`src/rtl/sqa_pkg.sv`:
```
package sqa_pkg;
  typedef enum logic [1:0] {
    POL_SPLIT  = 2'd0,
    POL_CAPPED = 2'd1,
    POL_OPEN   = 2'd2,
    POL_OPEN_B = 2'd3
  } share_pol_t;
endpackage

```
`src/rtl/sqa_room.sv`:
```
// Decides whether one thread still has headroom under the active policy.
module sqa_room
  import sqa_pkg::*;
#(
  parameter int DEPTH = 16,
  localparam int CW = $clog2(DEPTH + 1)
) (
  input  share_pol_t    pol,
  input  logic          both_on,
  input  logic [CW-1:0] limit,
  input  logic [CW-1:0] occ,
  output logic          room
);
  localparam logic [CW-1:0] FULL_Q = CW'(DEPTH);
  localparam logic [CW-1:0] HALF_Q = CW'(DEPTH / 2);

  logic [CW-1:0] cap;

  always_comb begin
    unique case (pol)
      POL_SPLIT:  cap = both_on ? HALF_Q : FULL_Q;
      POL_CAPPED: cap = (limit > FULL_Q) ? FULL_Q : limit;
      default:    cap = FULL_Q;
    endcase
    room = occ < cap;
  end
endmodule

```
`src/rtl/sqa_arb.sv`:
```
// Grants against the free count; round-robin on the last free entry.
module sqa_arb #(
  parameter int DEPTH = 16,
  localparam int CW = $clog2(DEPTH + 1)
) (
  input  logic          clk,
  input  logic          rst_n,
  input  logic [1:0]    want,
  input  logic [CW-1:0] free_q,
  output logic [1:0]    gnt
);
  logic rr_q, rr_d, rr_en;
  logic any_free, two_free, clash;

  always_comb begin
    any_free = free_q != '0;
    two_free = free_q > CW'(1);
    clash    = (want == 2'b11) && any_free && !two_free;
    rr_en    = clash;
    rr_d     = ~rr_q;
    if (clash)         gnt = rr_q ? 2'b10 : 2'b01;
    else if (any_free) gnt = want;
    else               gnt = 2'b00;
  end

  always_ff @(posedge clk or negedge rst_n) begin
    if (!rst_n)     rr_q <= 1'b0;
    else if (rr_en) rr_q <= rr_d;
  end

  // a single free entry is never handed to both threads
  a_r7_one_winner: assert property (@(posedge clk) disable iff (!rst_n)
    (want == 2'b11 && free_q == CW'(1)) |-> $countones(gnt) == 1);
  // nothing is granted from an empty pool
  a_r6_no_overrun: assert property (@(posedge clk) disable iff (!rst_n)
    (free_q == '0) |-> (gnt == 2'b00));
endmodule

```
`src/rtl/sqa_occ.sv`:
```
// Occupancy counter of one thread.
module sqa_occ #(
  parameter int DEPTH = 16,
  localparam int CW = $clog2(DEPTH + 1)
) (
  input  logic          clk,
  input  logic          rst_n,
  input  logic          gnt,
  input  logic          rel,
  output logic          rel_ok,
  output logic [CW-1:0] occ
);
  logic [CW-1:0] occ_d;
  logic          occ_en;

  always_comb begin
    rel_ok = rel && (occ != '0);
    occ_en = gnt ^ rel_ok;
    occ_d  = gnt ? occ + CW'(1) : occ - CW'(1);
  end

  always_ff @(posedge clk or negedge rst_n) begin
    if (!rst_n)      occ <= '0;
    else if (occ_en) occ <= occ_d;
  end

  // grant plus release in one cycle leaves the count alone
  a_r8_swap_hold: assert property (@(posedge clk) disable iff (!rst_n)
    (gnt && rel && occ != '0) |=> occ == $past(occ));
  // a release at zero is dropped
  a_r11_empty_rel: assert property (@(posedge clk) disable iff (!rst_n)
    (occ == '0 && !gnt) |=> occ == '0);
endmodule

```
`src/rtl/sqa_pool.sv`:
```
// Free-entry counter shared by both threads.
module sqa_pool #(
  parameter int DEPTH = 16,
  localparam int CW = $clog2(DEPTH + 1)
) (
  input  logic          clk,
  input  logic          rst_n,
  input  logic [1:0]    gnt,
  input  logic [1:0]    rel_ok,
  output logic [CW-1:0] free_q
);
  logic [CW-1:0] free_d;
  logic          free_en;
  logic [1:0]    n_take, n_give;

  always_comb begin
    n_take  = {1'b0, gnt[0]} + {1'b0, gnt[1]};
    n_give  = {1'b0, rel_ok[0]} + {1'b0, rel_ok[1]};
    free_en = n_take != n_give;
    free_d  = free_q + CW'(n_give) - CW'(n_take);
  end

  always_ff @(posedge clk or negedge rst_n) begin
    if (!rst_n)       free_q <= CW'(DEPTH);
    else if (free_en) free_q <= free_d;
  end
endmodule

```
`src/rtl/shared_q_alloc.sv`:
```
module shared_q_alloc
  import sqa_pkg::*;
#(
  parameter int DEPTH = 16,
  localparam int CW = $clog2(DEPTH + 1)
) (
  input  logic          clk,
  input  logic          rst_n,
  input  logic [1:0]    policy,
  input  logic [1:0]    thr_active,
  input  logic [CW-1:0] cap_limit,
  input  logic [1:0]    alloc_req,
  input  logic [1:0]    free_rel,
  output logic [1:0]    alloc_gnt,
  output logic [CW-1:0] occ0,
  output logic [CW-1:0] occ1,
  output logic [CW-1:0] free_cnt
);
  share_pol_t          pol;
  logic                both_on;
  logic [1:0]          room, want, rel_ok;
  logic [1:0][CW-1:0]  occ;

  assign pol     = share_pol_t'(policy);
  assign both_on = &thr_active;
  assign want    = alloc_req & thr_active & room;

  for (genvar t = 0; t < 2; t++) begin : g_thr
    sqa_room #(.DEPTH(DEPTH)) u_room (
      .pol(pol), .both_on(both_on), .limit(cap_limit),
      .occ(occ[t]), .room(room[t])
    );
    sqa_occ #(.DEPTH(DEPTH)) u_occ (
      .clk(clk), .rst_n(rst_n), .gnt(alloc_gnt[t]), .rel(free_rel[t]),
      .rel_ok(rel_ok[t]), .occ(occ[t])
    );

    // split policy with both threads running caps at half
    a_r2_half_cap: assert property (@(posedge clk) disable iff (!rst_n)
      (policy == 2'd0 && both_on && alloc_gnt[t]) |-> occ[t] < CW'(DEPTH / 2));
    // capped policy never grants at or above the limit
    a_r4_limit: assert property (@(posedge clk) disable iff (!rst_n)
      (policy == 2'd1 && alloc_gnt[t]) |-> occ[t] < cap_limit);
    // an idle thread gets nothing
    a_r10_idle: assert property (@(posedge clk) disable iff (!rst_n)
      !thr_active[t] |-> !alloc_gnt[t]);
  end

  sqa_arb #(.DEPTH(DEPTH)) u_arb (
    .clk(clk), .rst_n(rst_n), .want(want), .free_q(free_cnt), .gnt(alloc_gnt)
  );

  sqa_pool #(.DEPTH(DEPTH)) u_pool (
    .clk(clk), .rst_n(rst_n), .gnt(alloc_gnt), .rel_ok(rel_ok), .free_q(free_cnt)
  );

  assign occ0 = occ[0];
  assign occ1 = occ[1];

  // every entry is accounted for exactly once
  a_r9_conserve: assert property (@(posedge clk) disable iff (!rst_n)
    ({1'b0, occ0} + {1'b0, occ1} + {1'b0, free_cnt}) == (CW + 1)'(DEPTH));
  // grants only answer requests
  a_r12_gnt_req: assert property (@(posedge clk) disable iff (!rst_n)
    (alloc_gnt & ~alloc_req) == 2'b00);
  // open policy grants a lone active requester while entries remain
  a_r5_open: assert property (@(posedge clk) disable iff (!rst_n)
    (policy[1] && alloc_req == 2'b01 && thr_active[0] && free_cnt != '0)
      |-> alloc_gnt == 2'b01);
endmodule

```
`config.mk`:
```
export PLATFORM = sky130hd
export DESIGN_NAME = shared_q_alloc
export DESIGN_NICKNAME = d
export VERILOG_FILES = /design/src/rtl/sqa_pkg.sv /design/src/rtl/sqa_room.sv /design/src/rtl/sqa_arb.sv /design/src/rtl/sqa_occ.sv /design/src/rtl/sqa_pool.sv /design/src/rtl/shared_q_alloc.sv
export SDC_FILE = /design/constraint.sdc
export NUM_CORES = 1
export LEC_CHECK = 0
export ABC_AREA = 1
export BUFFER_PORTS_ARGS = -buffer_cell sky130_fd_sc_hd__buf_4
export CAP_MARGIN = 25
export CORE_ASPECT_RATIO = 0.9
export CORE_MARGIN = 4
export CORE_UTILIZATION = 30
export CTS_CLUSTER_DIAMETER = 120
export DETAILED_ROUTE_END_ITERATION = 10
export RECOVER_POWER = 25
export SETUP_SLACK_MARGIN = 0.1
export SLEW_MARGIN = 10
export SYNTH_ARGS = -nofsm -noshare
export SYNTH_HDL_FRONTEND = slang
export SYNTH_SLANG_ARGS = --single-unit
```
`constraint.sdc`:
```
create_clock -name clk -period 10.2 [get_ports clk]
set_input_delay 0.51 -clock clk [delete_from_list [all_inputs] [get_ports clk]]
set_output_delay 0.51 -clock clk [all_outputs]
set_load 0.03 [all_outputs]
```
## Word-level counts from Yosys, hierarchy flattened

Index checks and enable logic that the tools add are counted.

| storage, ports and cells | value |
|---|---|
| bits in registers | 16 |
| bits of input ports | 15 |
| output and inout bits | 17 |
| word-level logic and storage cells | 42 |

| cells by class | value |
|---|---|
| $add $sub $neg | 8 |
| order comparisons | 4 |
| equality and inequality tests | 3 |
| mux-type cells | 8 |
| bitwise gates (word level) | 5 |
| reductions and logical operators | 10 |

Operator list:

| kind | count |
|---|---|
| 5-bit 2-to-1 mux | 4 |
| 5-bit nonzero test | 3 |
| 5-bit by 1-bit adder with 5-bit output, second input constant | 2 |
| 5-bit less-than comparator | 2 |
| 5-bit one-hot mux with 2 select lines | 1 |
| 5-bit by 1-bit subtractor with 5-bit output, second input constant | 2 |
| 2-bit 2-to-1 mux | 3 |
| 5-bit by 2-bit adder with 5-bit output | 1 |
| 5-bit by 1-bit greater-than comparator with 1-bit output, second input constant | 1 |
| 5-bit greater-than comparator, second input constant | 1 |
| 5-bit by 2-bit subtractor with 5-bit output | 1 |
| 1-bit by 1-bit adder with 2-bit output | 2 |
| 2-bit AND | 2 |
| 1-bit logical AND | 4 |
| 2-bit by 1-bit equality test with 1-bit output, second input constant | 1 |
| 2-bit equality test, second input constant | 1 |
| 2-bit logical NOT | 1 |
| 2-bit inequality test | 1 |
| 2-bit AND reduction | 1 |
| 1-bit bitwise XOR | 2 |
| 1-bit logical NOT | 1 |
| 1-bit NOT | 1 |

## Depth between registers and ports, before layout

| depth | value |
|---|---|
| depth after elaboration | 11 |
| gate-level depth with buffers | 25 |
| depth with buffers taken out | 25 |

## Hierarchy

Synthesis repeated with hierarchy kept, for this count alone.

| unflattened totals | value |
|---|---|
| cells, all modules | 261 |
| area total of the unflattened synthesis | 1784.2 sq um |

Modules (own cells, without submodules):

| module | times used | cells each | area each (sq um) | sequential area each (sq um) |
|---|---|---|---|---|
| sqa_occ | 2 | 53 | 406.6 | 125.1 |
| sqa_pool | 1 | 64 | 469.2 | 126.4 |
| sqa_room | 2 | 28 | 160.2 | 0.0 |
| sqa_arb | 1 | 27 | 146.4 | 25.0 |
| shared_q_alloc | 1 | 8 | 35.0 | 0.0 |

## Least setup slack after synthesis

Ideal clock, no wire load.

| path | value |
|---|---|
| path kind | input port to flip-flop |
| start point | input port cap_limit[4] |
| end point | register u_pool.free_q[4] |
| setup time | 74 ps |
| data arrival time | 3588 ps |
| data required time | 10126 ps |
| path slack | 6538 ps |
| stages on the path | 25 |
| path buffers | 0 |
| path through | nor2_4 > nand2_1 > inv_1 > a21boi_0 > ha_1 > nand2_1 > inv_1 > nand3_1 > nand3_1 > nor2_1 > nand4_2 > nand2_2 > inv_1 > ha_1 > ha_1 > inv_1 > ha_1 > inv_1 > fa_1 > inv_1 > a21oi_1 > nor2_1 > nor2_1 > xnor2_1 > a21oi_1 |

| between the ends | value |
|---|---|
| cells in the longest elaborated chain, start to end | 11 |
| elaborated cells between the ends (all ways) | 14 |
| those cells by class | add/sub: 2; order compare: 3; eq/ne: 2; mux: 4; bitwise: 1; reduce/logical: 2 |

Ends and longest elaborated chain:

| what | line | text |
|---|---|---|
| start: declaration | shared_q_alloc.sv:11 | `input logic [CW-1:0] cap_limit,` |
| 5-bit greater-than comparator | sqa_room.sv:22 | `POL_CAPPED: cap = (limit > FULL_Q) ? FULL_Q : limit;` |
| 5-bit 2-to-1 mux * | sqa_room.sv:22 |  |
| 5-bit one-hot mux with 2 select lines * | sqa_room.sv:20 | `unique case (pol)` |
| 5-bit less-than comparator | sqa_room.sv:25 | `room = occ < cap;` |
| 2-bit AND * | shared_q_alloc.sv:26 | `assign want = alloc_req & thr_active & room;` |
| 2-bit equality test | sqa_arb.sv:18 | `clash = (want == 2'b11) && any_free && !two_free;` |
| 1-bit logical AND (2 in a row) | sqa_arb.sv:18 |  |
| 2-bit 2-to-1 mux * | sqa_arb.sv:21 | `if (clash) gnt = rr_q ? 2'b10 : 2'b01;` |
| net g_thr[0].u_occ.gnt | sqa_occ.sv:8 | `input logic gnt,` |
| 1-bit by 1-bit adder with 2-bit output * | sqa_pool.sv:17 | `n_take = {1'b0, gnt[0]} + {1'b0, gnt[1]};` |
| 5-bit by 2-bit subtractor with 5-bit output / 2-bit inequality test (equally long branches) | sqa_pool.sv:20, sqa_pool.sv:19 |  |
| end signal: assignment | sqa_pool.sv:24 | `if (!rst_n) free_q <= CW'(DEPTH);` |
| end signal: assignment | sqa_pool.sv:25 | `else if (free_en) free_q <= free_d;` |
| end: declaration | sqa_pool.sv:10 | `output logic [CW-1:0] free_q` |

Mark *: on every way through the listed nets, which the timed path passes. The rest lies on a longest branch.
A chain may end at the register's enable or synchronous reset.

## Final worst setup path

| path | value |
|---|---|
| start point | input port policy[0] |
| end point | register u_pool.free_q[4] |

| between the ends | value |
|---|---|
| cells in the longest elaborated chain, start to end | 10 |
| elaborated cells between the ends (all ways) | 14 |
| those cells by class | add/sub: 2; order compare: 2; eq/ne: 3; mux: 3; bitwise: 1; reduce/logical: 3 |

Ends and longest elaborated chain:

| what | line | text |
|---|---|---|
| start: declaration | shared_q_alloc.sv:9 | `input logic [1:0] policy,` |
| 2-bit by 1-bit equality test with 1-bit output / 2-bit logical NOT (equally long branches) | sqa_room.sv:20 |  |
| 5-bit one-hot mux with 2 select lines * | sqa_room.sv:20 |  |
| 5-bit less-than comparator | sqa_room.sv:25 |  |
| 2-bit AND * | shared_q_alloc.sv:26 |  |
| 2-bit equality test | sqa_arb.sv:18 |  |
| 1-bit logical AND (2 in a row) | sqa_arb.sv:18 |  |
| 2-bit 2-to-1 mux * | sqa_arb.sv:21 |  |
| 1-bit by 1-bit adder with 2-bit output * | sqa_pool.sv:17 |  |
| 5-bit by 2-bit subtractor with 5-bit output / 2-bit inequality test (equally long branches) | sqa_pool.sv:20, sqa_pool.sv:19 |  |

Mark *: on every way between the ends. The rest lies on a longest branch, timed or not.

==> key figures <==
GRT
  – Initial antenna violation count: 0
  – Vias in the first global route: 1388
  – GR met3 Demand/Resource: 2.97%
  – GR Util All Layers: 11.8%
  – First-pass GRT wire length: 6290 um
  – Overflow after GRT: 0
  – Met1 usage: 15.3%
  – GRT met2 Usage: 19.7%
  – Largest net degree at the start of global routing: 17
  – GR peak layer: met2

Floorplanning
  – Std-Cell Core Area: 5220 um2
  – Die area: 6600 um2
  – Ports: 32
  – DIE HEIGHT: 77.5 um
  – Row cnt: 25
  – Die width: 85.2 um
  – Initial Util: 30.8%

Timing
  – Max-slew violations: 0
  – Final period util: 37.8%
  – Worst setup margin: 6350 ps
  – Setup TNS: 0 ps
  – Final setup skew: 7.30 ps
  – Final Setup Violations: 0
  – Hold Violations, Final: 0
  – RSZ-0062 raised after global routing: false
  – Max Clock Freq: 0.259 GHz
  – Relative slew slack: 37.0%
  – Tmin final: 3850 ps
  – Worst Max-Slew Pin Slew: 944 ps

Clocking
  – Clock root buffer: clkbuf_8
  – Buffers inserted by post-CTS timing repair: 0
  – CTS tree: yes
  – Clock buffer depth: 2
  – Clk pin slew, worst setup/hold paths: 70 ps
  – CTS Buf Count: 3
  – Post-CTS Resized: 0
  – Worst skew pair latency: 250 ps
  – Hold Buf Count CTS: 0
  – CTS H-tree depth: 1
  – Sink Count: 16

Power and ir drop
  – Leakage Power: 1.06 nW
  – Pint: 335 uW
  – Reg power frac: 20.8%
  – Pwr/cell area: 360 nW/um2
  – Sw Share: 52.3%
  – Total power: 702 uW
  – Peak VDD IR: 177 uV
  – Comb pwr share: 72.0%
  – Clk pwr share: 7.2%
  – Psw: 368 uW

Detailed routing
  – DRT iter0 DRCs: 51
  – Via density: 4.51
  – TritonRoute pass-1 iters: 4
  – Routed wire length: 3640 um
  – Antenna-violating nets left: 0
  – DR WL/cell: 11.7 um
  – Number of remaining DRC errors: 0
  – DR vias: 1407

Yosys
  – Post-synth cell types: 27
  – Synthesis-stage register bit count: 16
  – Synth Warn #: 0
  – Area share of the largest cell type after synthesis: 23.3%
  – Area leader, netlist: dfrtp_1
  – Synth area leaders: dfrtp_1 (23%), ha_1 (19%), nand2_1 (11%)
  – Cells after synthesis: 212
  – Mapped cell area: 1610 um2
  – Sequential-to-total area share from yosys stat: 25.0%
  – Synthesized area per cell: 7.58 um2
  – Syn_nets: 256

Setup path
  – Reg2reg start: g_thr[0].u_occ.occ[4]
  – Critical Path RT: 10380 ps
  – Crit. End Element: flip-flop
  – Critical Path Source Type: input pin
  – Critical Path AT: 4030 ps
  – Crit. Startpoint: policy[0]
  – CP max FO: 6
  – Critical path class: input pin to flip-flop

Cells and area
  – NumNets Final: 290
  – Non-filler instance count after layout: 312
  – Area growth syn-to-layout: 21.3%
  – Fin area: 1950 um2
  – Layout cell share with drive strength beyond 1: 18.8%
  – Diode count: 0

Placement
  – Gpl congestion: 0.839
  – HPWL after detailed placement: 3030 um
  – Setup WS pre-CTS: 6100 ps
  – Post-DP Area: 1910 um2
  – Port bufs: 31
  – Placed Cells incl. Taps: 308

Run
  – Max-cap violation count: 0

Run status
  – Run status: finished clean

Worst hold path
  – Hold crit path type: input pin to asynchronous set/reset pin
-- cell families after synthesis --
logic type | count (synthesis) | share of synthesized area [%]
xor+xnor | 8 | 4.36
fa+ha+maj | 29 | 24.4
flops | 16 | 25.0
compound gates | 17 | 6.07
simple gates | 103 | 30.6
buf+inv | 39 | 9.57
-- cells in the final DEF (no fill, tap or decap), types with 4 or more instances in the layout --
cell type,synthesis,final
nand4_1,6,6
dfrtp_1,15,15
nand3_1,27,27
nand2_1,45,45
nor2_1,12,12
fa_1,4,4
buf_4,2,30
ha_1,25,25
inv_1,36,36
a21oi_1,7,7
xor2_1,4,4
xnor2_1,4,4
-- path summary, 6_finish.rpt --
path	endpoint	slack (ps)	cells after the start
min	g_thr[0].u_occ.occ[2]	380	1
max reg2reg	u_pool.free_q[4]	6630	21
min reg2reg	u_pool.free_q[4]	530	2
max in group asynchronous	g_thr[1].u_occ.occ[0]	9250	1
max	u_pool.free_q[4]	6350	25
min in group clk	u_pool.free_q[4]	530	2
-- metrics by stage --
step / utilization (%) / hold WS, ps
floorplan: - / 214
global placement: 36.6 / 395
detailed placement: 36.6 / 393
CTS: 37.4 / 110
global route: 37.3 / 477
finish: 37.3 / 376
-- layout make-up --
type	count	area, um2
clock buffer	4	45.0
timing repair buffer	31	229
tap	67	83.8
fill	564	3270
multi-input combinational	157	1050
inverter	37	139
sequential	16	402
-- cells in the mapped netlist --
master / count
nand4_2: 2
a21oi_1: 7
o21ai_0: 2
nor2_1: 12
xnor2_1: 4
a21boi_0: 2
nor2_2: 1
dfstp_2: 1
nor3_1: 3
xor2_1: 4
buf_4: 2
nand2_4: 1
inv_1: 36
or2_2: 2
o21ai_1: 3
dfrtp_1: 15
a31oi_1: 1
inv_2: 1
nand2_2: 2
nor2_4: 2
nand2_1: 45
a21o_1: 1
nand3_1: 27
o21ai_2: 1
ha_1: 25
fa_1: 4
nand4_1: 6
-- critical path, stage by stage --
cell	delay (ps)
buf_4	120
nand2_1	80
inv_1	60
a21boi_0	270
ha_1	290
nand2_1	80
inv_1	50
nand3_1	60
nand3_1	90
nor2_1	170
nand4_2	180
nand2_2	170
inv_1	120
ha_1	330
ha_1	280
inv_1	60
ha_1	160
inv_1	60
fa_1	400
inv_1	70
a21oi_1	50
nor2_1	80
nor2_1	60
xnor2_1	120
a21oi_1	130
-- power by group through the flow --
stage | Sequential (mW) | Clock (mW) | Combinational, mW
6_report | 0.146 | 0.0509 | 0.505
5_1_grt | 0.155 | 0.0566 | 0.579
4_1_cts | 0.147 | 0.0542 | 0.511
3_5_place_dp | 0.148 | 0 | 0.510
3_3_place_gp | 0.148 | 0 | 0.502
2_1_floorplan | 0.196 | 0 | 0.327
-- registers in the layout, summed over array words and instances (netlist names) --
signal,flops
g_thr.u_occ.occ,10
u_arb.rr_q,1
u_pool.free_q,5
-- layer usage --
| layer | vias to the layer above | wire [um] |
|---|---|---|
| li1 | 757 | - |
| met1 | 615 | 1760 |
| met2 | 33 | 1670 |
| met3 | 2 | 206 |
| met4 | 0 | 13 |
| met5 | - | 0 |
(Power assumes the default switching activity.)
